$ cat config.mk
export PLATFORM = sky130hd
export DESIGN_NAME = csio_unit
export DESIGN_NICKNAME = d
export VERILOG_FILES = /design/src/rtl/csio_pkg.sv /design/src/rtl/csio_clkgen.sv /design/src/rtl/csio_extedge.sv /design/src/rtl/csio_shifter.sv /design/src/rtl/csio_unit.sv
export SDC_FILE = /design/constraint.sdc
export NUM_CORES = 1
export LEC_CHECK = 0
export BUFFER_PORTS_ARGS = -buffer_cell sky130_fd_sc_hd__buf_4
export CAP_MARGIN = 0
export CORE_MARGIN = 2
export CORE_UTILIZATION = 52
export CTS_CLUSTER_DIAMETER = 80
export CTS_CLUSTER_SIZE = 25
export DETAILED_ROUTE_END_ITERATION = 8
export PLACE_DENSITY_LB_ADDON = 0.05
export SETUP_SLACK_MARGIN = 0.02
export SYNTH_ARGS = -nofsm -noshare
export SYNTH_HDL_FRONTEND = slang
export SYNTH_SLANG_ARGS = --single-unit
$ cat constraint.sdc
create_clock -name clk -period 1.8 [get_ports clk]
set_input_delay 0.18 -clock clk [delete_from_list [all_inputs] [get_ports clk]]
set_output_delay 0.18 -clock clk [all_outputs]
set_load 0.05 [all_outputs]
$ cat src/rtl/csio_pkg.sv
// Package: shared register addresses and control layout for the serial unit.
// Assumes an 8-bit register interface with a 2-bit address.
package csio_pkg;
    localparam logic [1:0] ADDR_DATA = 2'd0;
    localparam logic [1:0] ADDR_CTRL = 2'd1;
    localparam logic [1:0] ADDR_DIV  = 2'd2;

    localparam logic [7:0] CTRL_RESET = 8'h40;
    localparam logic [7:0] CTRL_WMASK = 8'hEF;

    typedef struct packed {
        logic       idle_lvl;   // bit 7
        logic       int_clk;    // bit 6
        logic       msb_first;  // bit 5
        logic       rsv;        // bit 4
        logic       pin_en;     // bit 3
        logic       out_off;    // bit 2
        logic [1:0] psc_sel;    // bits 1:0
    } ctrl_t;
endpackage

$ cat src/rtl/csio_clkgen.sv
// Module: internal shift-clock generator. A prescaler picks a count source
// (1, PSC_MID or PSC_HI base cycles). A reload divider counts n+1 source ticks
// and then toggles the shift clock. Assumes 'start' restarts both counters
// and that 'run' stays high only while an exchange is active.
module csio_clkgen #(
    parameter int PSC_MID = 8,
    parameter int PSC_HI  = 32,
    parameter int DIV_W   = 8
) (
    input  logic             clk,
    input  logic             rst_n,
    input  logic             start,
    input  logic             run,
    input  logic [1:0]       psc_sel,
    input  logic [DIV_W-1:0] div_n,
    output logic             fall_ev,
    output logic             rise_ev,
    output logic             sclk
);
    localparam int PW = $clog2(PSC_HI);

    logic [PW-1:0]    psc_cnt;
    logic [PW-1:0]    psc_lim;
    logic [DIV_W-1:0] div_cnt;
    logic             src_tick;
    logic             term;

    // Terminal value of the prescaler for the selected ratio.
    always_comb begin
        case (psc_sel)
            2'b00:   psc_lim = '0;
            2'b01:   psc_lim = PW'(PSC_MID - 1);
            default: psc_lim = PW'(PSC_HI - 1);
        endcase
    end

    assign src_tick = run && (psc_cnt == psc_lim);
    assign term     = src_tick && (div_cnt == div_n);

    // Prescaler counter: wraps on each count-source tick.
    always_ff @(posedge clk) begin
        if (!rst_n || start)
            psc_cnt <= '0;
        else if (run)
            psc_cnt <= src_tick ? '0 : psc_cnt + 1'b1;
    end

    // Reload divider: counts source ticks from 0 up to n.
    always_ff @(posedge clk) begin
        if (!rst_n || start)
            div_cnt <= '0;
        else if (src_tick)
            div_cnt <= term ? '0 : div_cnt + 1'b1;
    end

    // Shift clock: idles high and toggles at each divider terminal count.
    always_ff @(posedge clk) begin
        if (!rst_n || start)
            sclk <= 1'b1;
        else if (term)
            sclk <= ~sclk;
    end

    assign fall_ev = term && sclk;
    assign rise_ev = term && !sclk;
endmodule

$ cat src/rtl/csio_extedge.sv
// Module: external shift-clock edge detector. The pin passes through two
// synchronizing flops, and a third flop keeps the previous level. Assumes the
// pin stays high while idle and is slow compared with clk.
module csio_extedge (
    input  logic clk,
    input  logic rst_n,
    input  logic sclk_in,
    input  logic en,
    output logic fall_ev,
    output logic rise_ev
);
    logic [2:0] sync_q;

    // Synchronizer and history chain for the external clock pin.
    always_ff @(posedge clk) begin
        if (!rst_n)
            sync_q <= 3'b111;
        else
            sync_q <= {sync_q[1:0], sclk_in};
    end

    assign fall_ev = en && sync_q[2] && !sync_q[1];
    assign rise_ev = en && !sync_q[2] && sync_q[1];
endmodule

$ cat src/rtl/csio_shifter.sv
// Module: combined transmit/receive shift register. A falling event presents
// the next outgoing bit. A rising event shifts in 'sin'. The W-th rising
// event ends the exchange. Assumes fall and rise never arrive together.
module csio_shifter #(
    parameter int W = 8
) (
    input  logic         clk,
    input  logic         rst_n,
    input  logic         load,
    input  logic [W-1:0] load_data,
    input  logic         fall,
    input  logic         rise,
    input  logic         msb_first,
    input  logic         sin,
    output logic         sout_bit,
    output logic [W-1:0] data,
    output logic         busy,
    output logic         done
);
    localparam int CW = $clog2(W + 1);

    logic [CW-1:0] bit_cnt;
    logic          last_rise;

    assign last_rise = busy && rise && (bit_cnt == CW'(W - 1));

    // Shift register: loaded by a data write, then shifted on rising events.
    always_ff @(posedge clk) begin
        if (!rst_n)
            data <= '0;
        else if (load)
            data <= load_data;
        else if (busy && rise)
            data <= msb_first ? {data[W-2:0], sin} : {sin, data[W-1:1]};
    end

    // Output bit: takes the outgoing end of the register on falling events.
    always_ff @(posedge clk) begin
        if (!rst_n)
            sout_bit <= 1'b0;
        else if (busy && fall)
            sout_bit <= msb_first ? data[W-1] : data[0];
    end

    // Bit counter: counts the rising events of the current exchange.
    always_ff @(posedge clk) begin
        if (!rst_n || load)
            bit_cnt <= '0;
        else if (busy && rise)
            bit_cnt <= bit_cnt + 1'b1;
    end

    // Busy flag: set by a load, cleared on the last rising event.
    always_ff @(posedge clk) begin
        if (!rst_n)
            busy <= 1'b0;
        else if (load)
            busy <= 1'b1;
        else if (last_rise)
            busy <= 1'b0;
    end

    // Completion pulse: high for one cycle after the last rising event.
    always_ff @(posedge clk) begin
        if (!rst_n)
            done <= 1'b0;
        else
            done <= last_rise;
    end
endmodule

$ cat src/rtl/csio_unit.sv
// Module: clocked serial I/O unit top. It holds the control and divider
// registers, decodes register writes and reads, selects the internal or
// external shift clock, and drives the pin-side outputs.
// Assumes one register access per cycle and that sclk_in idles high.
module csio_unit #(
    parameter int PSC_MID = 8,
    parameter int PSC_HI  = 32
) (
    input  logic       clk,
    input  logic       rst_n,
    input  logic       reg_we,
    input  logic [1:0] reg_addr,
    input  logic [7:0] reg_wdata,
    output logic [7:0] reg_rdata,
    input  logic       prot_en,
    input  logic       sin,
    input  logic       sclk_in,
    output logic       sout,
    output logic       sout_oe,
    output logic       sclk_out,
    output logic       sclk_oe,
    output logic       busy,
    output logic       done
);
    import csio_pkg::*;

    localparam int W = 8;

    ctrl_t        ctrl_q;
    logic [W-1:0] div_q;
    logic [W-1:0] shreg;
    logic         load;
    logic         int_fall, int_rise, ext_fall, ext_rise;
    logic         sh_fall, sh_rise;
    logic         sout_bit;
    logic         sclk_int;

    assign load = reg_we && (reg_addr == ADDR_DATA) && !busy;

    // Control register: protect-gated, reserved bit forced to zero.
    always_ff @(posedge clk) begin
        if (!rst_n)
            ctrl_q <= ctrl_t'(CTRL_RESET);
        else if (reg_we && (reg_addr == ADDR_CTRL) && prot_en)
            ctrl_q <= ctrl_t'(reg_wdata & CTRL_WMASK);
    end

    // Divider register: writable only between exchanges.
    always_ff @(posedge clk) begin
        if (!rst_n)
            div_q <= '0;
        else if (reg_we && (reg_addr == ADDR_DIV) && !busy)
            div_q <= reg_wdata;
    end

    csio_clkgen #(
        .PSC_MID (PSC_MID),
        .PSC_HI  (PSC_HI),
        .DIV_W   (W)
    ) u_clkgen (
        .clk     (clk),
        .rst_n   (rst_n),
        .start   (load),
        .run     (busy && ctrl_q.int_clk),
        .psc_sel (ctrl_q.psc_sel),
        .div_n   (div_q),
        .fall_ev (int_fall),
        .rise_ev (int_rise),
        .sclk    (sclk_int)
    );

    csio_extedge u_extedge (
        .clk     (clk),
        .rst_n   (rst_n),
        .sclk_in (sclk_in),
        .en      (busy && !ctrl_q.int_clk),
        .fall_ev (ext_fall),
        .rise_ev (ext_rise)
    );

    assign sh_fall = ctrl_q.int_clk ? int_fall : ext_fall;
    assign sh_rise = ctrl_q.int_clk ? int_rise : ext_rise;

    csio_shifter #(.W(W)) u_shifter (
        .clk       (clk),
        .rst_n     (rst_n),
        .load      (load),
        .load_data (reg_wdata),
        .fall      (sh_fall),
        .rise      (sh_rise),
        .msb_first (ctrl_q.msb_first),
        .sin       (sin),
        .sout_bit  (sout_bit),
        .data      (shreg),
        .busy      (busy),
        .done      (done)
    );

    // Read mux for the register interface.
    always_comb begin
        case (reg_addr)
            ADDR_DATA: reg_rdata = shreg;
            ADDR_CTRL: reg_rdata = ctrl_q;
            ADDR_DIV:  reg_rdata = div_q;
            default:   reg_rdata = '0;
        endcase
    end

    assign sout     = ctrl_q.pin_en ? sout_bit : ctrl_q.idle_lvl;
    assign sout_oe  = !ctrl_q.out_off;
    assign sclk_out = sclk_int;
    assign sclk_oe  = ctrl_q.pin_en && ctrl_q.int_clk;
endmodule

After elaboration in Yosys (flattened, before gate mapping):

Cells that the tools add are included.

* register bits: 47
* input bits: 16
* output and inout bits: 14
* logic and storage cells: 71

* add/sub/neg operators: 3
* equal/unequal tests: 6
* muxes and demuxes: 13
* bitwise operators: 1
* reduce and logical (&&, ||, !) cells: 32

Operators with widths (number)
* 8-bit two-way mux: 4
* 8-bit one-hot mux with 3 select lines: 1
* 1-bit logical AND: 20
* 5-bit one-hot mux with 2 select lines: 1
* 8-bit by 1-bit adder with 8-bit output (second input constant): 1
* 8-bit equality test: 1
* 1-bit logical NOT: 7
* 1-bit two-way mux: 6
* 5-bit by 1-bit adder with 5-bit output (second input constant): 1
* 5-bit equality test: 1
* 5-bit two-way mux: 1
* 4-bit by 1-bit adder with 4-bit output (second input constant): 1
* 2-bit by 1-bit equality test with 1-bit output (second input constant): 2
* 4-bit by 3-bit equality test with 1-bit output (second input constant): 1
* 2-bit logical NOT: 2
* 2-bit nonzero test: 2
* 2-bit equality test (second input constant): 1
* 1-bit logical OR: 1
* 1-bit NOT: 1

Logic depth before layout (Yosys ltp):

Gate-level depths: netlist of the first run.

* depth after elaboration: 11
* depth in mapped cells: 7
* mapped depth without buffers: 6

Hierarchy:

Synthesis of the first run repeated with hierarchy kept, for this count alone.

* cell total of the unflattened synthesis: 282
* area total of the unflattened synthesis: 2586.2 um2

Modules (own cells, without submodules)
* csio_clkgen: instances 1, cells each 99, area an instance 868.3 um2, seq. area each 280.3 um2
* csio_unit: instances 1, cells each 89, area an instance 857.1 um2, seq. area each 300.3 um2
* csio_shifter: instances 1, cells each 86, area an instance 764.5 um2, seq. area each 300.3 um2
* csio_extedge: instances 1, cells each 8, area an instance 96.3 um2, seq. area each 60.1 um2

Least setup slack after synthesis of the first run:

Ideal clock, no wire load.

* kind: reg-to-output
* from: register ctrl_q[5] in the netlist's numbering
* to: output port reg_rdata[5]
* data arrival time: 1.976 ns
* required time: 1.620 ns
* setup slack: -0.356 ns
* stages on the path, launching flop included: 4
* buffers on the path: 1
* cells stage by stage: dfxtp_1 > buf_1 > mux2i_1 > o21ai_0

* cells in the longest elaborated chain, start to end: 1

RTL lines
* from (decl): line csio_unit.sv:29 `ctrl_t ctrl_q;`
* from (signal assigned): line csio_unit.sv:43 `ctrl_q <= ctrl_t'(CTRL_RESET);`
* from (signal assigned): line csio_unit.sv:45 `ctrl_q <= ctrl_t'(reg_wdata & CTRL_WMASK);`
* 8-bit one-hot mux with 3 select lines: line csio_unit.sv:101 `case (reg_addr)`
* to (decl): line csio_unit.sv:14 `output logic [7:0] reg_rdata,`

Every way passes these cells.

Worst setup path after layout of the first run:

* from: register u_clkgen.psc_cnt[3]
* to: register u_shifter.bit_cnt[2]

* cells in the longest elaborated chain, start to end: 6

RTL lines
* from (decl): line csio_clkgen.sv:22 `logic [PW-1:0] psc_cnt;`
* from (signal assigned): line csio_clkgen.sv:45 `psc_cnt <= src_tick ? '0 : psc_cnt + 1'b1;`
* 5-bit equality test: line csio_clkgen.sv:37 `assign src_tick = run && (psc_cnt == psc_lim);`
* 1-bit logical AND: line csio_clkgen.sv:37
* 1-bit logical AND: line csio_clkgen.sv:38 `assign term = src_tick && (div_cnt == div_n);`
* 1-bit logical AND: line csio_clkgen.sv:65 `assign rise_ev = term && !sclk;`
* 1-bit two-way mux: line csio_unit.sv:82 `assign sh_rise = ctrl_q.int_clk ? int_rise : ext_rise;`
* 1-bit logical AND: line csio_shifter.sv:49 `else if (busy && rise)`
* to (signal assigned): line csio_shifter.sv:50 `bit_cnt <= bit_cnt + 1'b1;`
* to (decl): line csio_shifter.sv:22 `logic [CW-1:0] bit_cnt;`

Every way passes these cells.
A chain may end at the register's enable or synchronous reset.

==> results of run 1 <==
-- worst paths after layout --
path	start	endpoint	slack (ns)	depth (start not counted)
worst max-delay path	u_clkgen.psc_cnt[3]	u_shifter.bit_cnt[2]	-0.01	6
worst max register to register	u_clkgen.psc_cnt[3]	u_shifter.bit_cnt[2]	-0.01	6
worst min register to register	u_extedge.sync_q[0]	u_extedge.sync_q[1]	0.44	1
worst min-delay path	sclk_in	u_extedge.sync_q[0]	0.07	2
-- metal layers --
metal,track usage,vias up,wire length (um)
li1,-,1111,-
met5,0,-,0
met1,0.331,1101,2810
met4,0.0617,0,78
met3,0.0556,10,322
met2,0.427,65,3090
-- synth_stat cells (all sizes together), types with 5 or more instances --
cell type  number  area share
a211oi         10       0.031
a21oi           9       0.020
and2            5       0.013
clkbuf         11       0.017
dfxtp          47        0.39
mux2i          32        0.13
nand2          24       0.037
nand3          11       0.023
nand4           9       0.026
nor2           11       0.017
nor2b          15       0.038
nor3           11       0.023
o21ai          21       0.043
or3             5       0.017
xor2           15       0.054
-- final cells by class --
| type | count | area, um2 | share of cell area |
|---|---|---|---|
| Clock buffer | 5 | 68.8 | 0.0214 |
| Clock inverter | 3 | 67.6 | 0.0210 |
| Inverter | 3 | 11.3 | 0.00351 |
| Multi-Input combinational cell | 210 | 1520 | 0.472 |
| Sequential cell | 47 | 952 | 0.296 |
| Tap cell | 52 | 65.1 | 0.0203 |
| Timing Repair Buffer | 68 | 531 | 0.165 |
-- state kept, by name, summed over array words and instances (netlist names) --
register and flops:
u_shifter.done 1, u_clkgen.div_cnt 8, ctrl_q 7, u_shifter.busy 1, div_q 8, u_clkgen.sclk 1
u_shifter.data 8, u_extedge.sync_q 3, u_shifter.sout_bit 1, u_shifter.bit_cnt 4, u_clkgen.psc_cnt 5
-- power breakdown --
part | switching (mW) | internal [mW] | total, mW
clock network | 0.371 | 0.554 | 0.925
logic | 0.192 | 0.167 | 0.359
registers | 0.0381 | 1.08 | 1.11
-- what timing repair did --
item	in CTS	in global routing
pin swaps	6	11
hold buffers	0	0
setup endpoints to repair	16	23
setup buffers	3	2
gates cloned	0	0
gates resized for setup	10	15
-- stage by stage --
stage / utilization / hold slack [ns] / cells / worst slack, ns / setup TNS (ns)
after floorplan: - / 0.281 / 274 / -0.0981 / -0.554
after global placement: 0.671 / 0.367 / 376 / 0.00407 / 0
after detailed placement: 0.671 / 0.388 / 376 / -0.0559 / -0.136
after CTS: 0.709 / 0.0739 / 386 / 0.0157 / 0
after global routing: 0.723 / 0.0628 / 388 / -0.0664 / -0.242
final: 0.723 / 0.0694 / 388 / -0.0104 / -0.0104
-- cell families (layout without fill, tap and decap cells) --
family                   after synthesis  count (layout)
flip-flops                            47              47
multiplexers                          33              33
adder cells (fa/ha/maj)                3               3
XOR/XNOR                              15              15
buffers and inverters                 17              79
AO/OA/AOI/OAI                         47              47
AND/OR/NAND/NOR                      112             112
==> metrics.csv, run 1 <==
stage,metric,value,unit
synth,syn_area_per_cell,8.91,um2
worst_setup_path,cp_top_family,simple AND/OR/NAND/NOR gates,
synth,synthXorXnorAreaFrac,0.0538,
worst_setup_path,critPathSlowestCell,or4_4,
floorplan,chipWidth,72.5,um
worst_setup_path,crit_chain,"or3_4, a211oi_2, buf_4, nand4_4, or4_4, nand3_2",
worst_setup_path,required,2.05,ns
synth,muxShareOfSynthArea,0.136,
final_layout,layout-drive-gt1-share,0.318,
global_route,antenna_found_initial,0,
timing,fin_crit_sh,1.01,
cts,cts.sinks,47,
route,vias,2287,
synth,netlist-cell-type-count,44,
placed_design,placed_area,2980,um2
run,maxCapViolations,0,
route,dr.pass1.iters,4,
synth,synthSimpleGateAreaFrac,0.260,
worst_setup_path,cpPeakStageDelay,0.45,ns
synth,synth_edf_count,0,
synth,ys_seq_area_frac,0.385,
outcome,status,"finished, violations left",
cts,cts_root_buffer,clkbuf_8,
timing,drv_slew,0,
synth,synth_compound_area_frac,0.122,
synth,syn_area,2440,um2
worst_setup_path,critical_path_arrival,2.06,ns
global_route,grt_overflow,0,
final_layout,final_common_cell,buf_4,
timing,rsz0062_at_grt,yes,
timing,timing.fmax,0.552,GHz
final_layout,layout.nets,354,
floorplan,fp-row-count,24,
final_layout,n_fill_cell,361,
timing,setup_viol,1,
floorplan,dieArea,5260,um2
cts,cts_made_buffers,5,
synth,synth_ff_type,dfxtp_1,
placed_design,gp_congestion,0.903,
final_layout,synthToLayoutAreaGrowth,31.5,%
worst_setup_path,end_kind,flop,
route,drc,0,
worst_setup_path,crit_path_start_kind,flop,
synth,synth_top_family_by_area,simple AND/OR/NAND/NOR gates,
placed_design,hpwl,4650,um
floorplan,fp.dieH,72.5,um
synth,synth_cells,274,
worst_setup_path,path_class,reg -> reg,
floorplan,coreArea,4440,um2
cts,clock_latency,0.30,ns
cts,cts_tree,built,
floorplan,io_pins,30,
cts,cts_max_level,2,
cts,clkTransAtPathRegs,0.09,ns
synth,ys_ff_latch,47,
pwr,finalPower,2.40,mW
pwr,power_leakage,1.33,nW
final_layout,antenna_cells,0,
synth,yosysWarnings,0,
global_route,grt_pass1_wl,10400,um
pwr,powerDensity,746,nW/um2
placed_design,port_buffers,29,
worst_setup_path,path_max_fanout,7,
synth,synth_nets,293,
timing,slew_headroom,0.707,
global_route,grt_use_total,0.254,
timing,period_needed,1.81,ns
route,avgViaCountPerCell,5.89,
synth,synthArstFlopShare,0,
floorplan,start_util,0.550,
cts,clockBufferDepth,2,
timing,finalHoldViolations,0,
route,wl_per_cell,16.2,um
timing,tightest_slew,0.440,ns
global_route,grt_pass1_vias,2198,
timing,fin_worst_skew,0.00878,ns
synth,synth_fa_ha_area_frac,0.0154,
route,detail_route.iter0.violations,89,
min_path,min_path_type,in -> reg,
route,ant_nets,0,
final_layout,fin_area,3210,um2
route,wirelength,6300,um
final_layout,layout_common_cells,"65 x buf_4, 38 x dfxtp_1, 32 x mux2i_1",
outcome,violations,negative setup slack,
global_route,grt_max_degree,34,
worst_setup_path,crit_buf_inv,1,
timing,fin_ws,-0.0104,ns
pwr,vdd_drop_max,0.512,mV
(Power assumes the default switching activity.)
==> run 2: changes to the inputs <==
BUFFER_PORTS_ARGS = default   (was -buffer_cell sky130_fd_sc_hd__buf_4)
CORE_UTILIZATION = 57   (was 52)
DONT_BUFFER_PORTS = 1   (was default)
==> metrics.csv, run 2 (same netlist as run 1, synthesis figures left out) <==
stage,metric,value,unit,change
outcome,status,finished clean,,
timing,tightest_slew,0.583,ns,+0.144 ns
run,maxCapViolations,0,,unchanged
route,dr.pass1.iters,4,,unchanged
worst_setup_path,path_class,reg -> reg,,
global_route,grt_pass1_wl,9740,um,-6.1%
final_layout,fin_cells,360,,-7.2%
route,ant_nets,0,,unchanged
global_route,grt_overflow,0,,unchanged
placed_design,port_buffers,0,,-100%
placed_design,hpwl,4290,um,-7.8%
final_layout,layout_common_cells,"42 x dfxtp_1, 39 x buf_4, 32 x mux2i_1",,
floorplan,dieArea,4820,um2,-8.3%
timing,setup_viol,0,,-1
timing,timing.fmax,0.565,GHz,+2.3%
timing,fin_crit_sh,0.983,,-0.0225
route,avgViaCountPerCell,6.02,,+2.2%
final_layout,n_fill_cell,324,,-10%
placed_design,gp_congestion,0.845,,-6.4%
final_layout,synthToLayoutAreaGrowth,21.4,%,
floorplan,fp.dieH,69.5,um,-4.2%
cts,cts_made_buffers,5,,unchanged
timing,rsz0062_at_grt,yes,,
global_route,grt_max_degree,30,,-12%
cts,cts_root_buffer,clkbuf_8,,
route,drc,0,,unchanged
route,wl_per_cell,16.1,um,-0.59%
placed_design,dp.cells,351,,-6.6%
pwr,finalPower,2.20,mW,-8.4%
timing,fin_ws,0.0301,ns,+0.0405 ns
route,vias,2168,,-5.2%
final_layout,layout-drive-gt1-share,0.239,,-0.0797
route,wirelength,5810,um,-7.8%
pwr,p_seq_frac,0.507,,+0.043
pwr,power_leakage,1.19,nW,-11%
timing,setup_tns,0,ns,+0.0104 ns
timing,drv_slew,0,,unchanged
worst_setup_path,end_kind,flop,,
timing,slew_headroom,0.609,,-0.0979
cts,clock_latency,0.30,ns,about the same
floorplan,start_util,0.602,,+0.0524
worst_setup_path,required,2.05,ns,about the same
final_layout,antenna_cells,0,,unchanged
pwr,sw_frac_of_total,0.244,,-0.00645
pwr,powerDensity,740,nW/um2,-0.80%
pwr,p_int,1.66,mW,-7.6%
min_path,min_path_type,in -> reg,,
worst_setup_path,critical_path_arrival,2.02,ns,-0.04 ns
pwr,vdd_drop_max,0.680,mV,+33%
worst_setup_path,path_max_fanout,8,,+1
timing,fin_worst_skew,0.00625,ns,-0.00252 ns
cts,cts_max_level,2,,unchanged
worst_setup_path,crit_path_start_kind,flop,,
route,detail_route.iter0.violations,89,,unchanged
global_route,grt_pass1_vias,2104,,-4.3%
placed_design,place_ws,-0.0719,ns,-0.0160 ns
pwr,pwr-share-comb,0.132,,-0.018
final_layout,final_common_cell,dfxtp_1,,
global_route,antenna_found_initial,0,,unchanged
floorplan,io_pins,30,,unchanged
floorplan,coreArea,4060,um2,-8.7%
floorplan,chipWidth,69.5,um,-4.2%
final_layout,top_regs,"div_q x8, u_clkgen.div_cnt x8, u_shifter.data x8",,
cts,cts.sinks,47,,unchanged
timing,period_needed,1.77,ns,-0.0405 ns
cts,clockBufferDepth,2,,unchanged
final_layout,final_util,0.731,,+0.00811
cts,cts_tree,built,,
cts,clkTransAtPathRegs,0.09,ns,about the same
global_route,grt_use_total,0.249,,-0.00462
floorplan,fp-row-count,23,,-4.2%
timing,finalHoldViolations,0,,unchanged
final_layout,layout.nets,328,,-7.3%
pwr,power_switching,0.537,mW,-11%
pwr,pwr-share-clk,0.361,,-0.025
run 2: changes by cell type in the layout (fill, tap and decap cells not counted), moves of 2 or more:
cell,delta
dlygate4sd3_1,+2
buf_4,-26
dfxtp_2,-4
dfxtp_1,+4
o21ai_1,+2
run 2: path summary, 6_finish.rpt:
| kind | start | end | slack (ns) | cells after the start |
|---|---|---|---|---|
| setup / recovery | ctrl_q[1] | u_shifter.bit_cnt[2] | 0.03 | 6 |
| hold / removal | rst_n | u_shifter.done | 0.005 | 1 |
| setup reg to reg | ctrl_q[1] | u_shifter.bit_cnt[2] | 0.03 | 6 |
| hold reg to reg | u_extedge.sync_q[0] | u_extedge.sync_q[1] | 0.43 | 1 |
run 2: timing repair:
item	4_1_cts	5_1_grt
hold endpoints to repair	5	0
resized for setup	1	17
pin swaps	5	8
cloned	0	0
endpoints found under the setup margin	17	18
buffers inserted	0	0
hold buffers	2	0
run 2: area by class of cell:
| cell class | count | area (um2) | share of cell area |
|---|---|---|---|
| inverter | 3 | 11.3 | 0.00380 |
| clock inverter | 2 | 35.0 | 0.0118 |
| tap | 50 | 62.6 | 0.0211 |
| sequential | 47 | 947 | 0.319 |
| multi-input combinational | 210 | 1500 | 0.507 |
| timing repair buffer | 42 | 324 | 0.109 |
| clock buffer | 6 | 82.6 | 0.0278 |
run 2: worst max-delay path, cell delays in order, from the launching register on:
cell	delay [ns]
dfxtp_2	0.33
or3_4	0.40
a211oi_2	0.18
buf_4	0.15
nand4_4	0.16
or4_4	0.44
nand3_2	0.07
run 2: power by group through the flow:
stage          Combinational [mW]  Sequential [mW]  Clock, mW
4_1_cts                     0.286             1.11      0.807
3_5_place_dp                0.279             1.13          0
2_1_floorplan               0.200             1.13          0
3_3_place_gp                0.277             1.13          0
6_report                    0.290             1.11      0.792
5_1_grt                     0.314             1.12      0.844
run 2: routing by layer:
layer | global-route usage | wire length (um) | share of wire | vias to the layer above
met3 | 0.0669 | 271 | 0.047 | 12
met2 | 0.394 | 2670 | 0.46 | 36
met4 | 0.0980 | 100 | 0.017 | 0
li1 | - | - | - | 1070
met5 | 0 | 0 | 0 | -
met1 | 0.323 | 2770 | 0.48 | 1050
run 2: per-stage QoR:
step,cell area (um2),hold WS [ns]
2_1_floorplan,2470,0.281
3_3_place_gp,2800,0.254
3_5_place_dp,2800,0.257
4_1_cts,2940,0.00182
5_1_grt,2970,0.00170
6_report,2970,0.00515
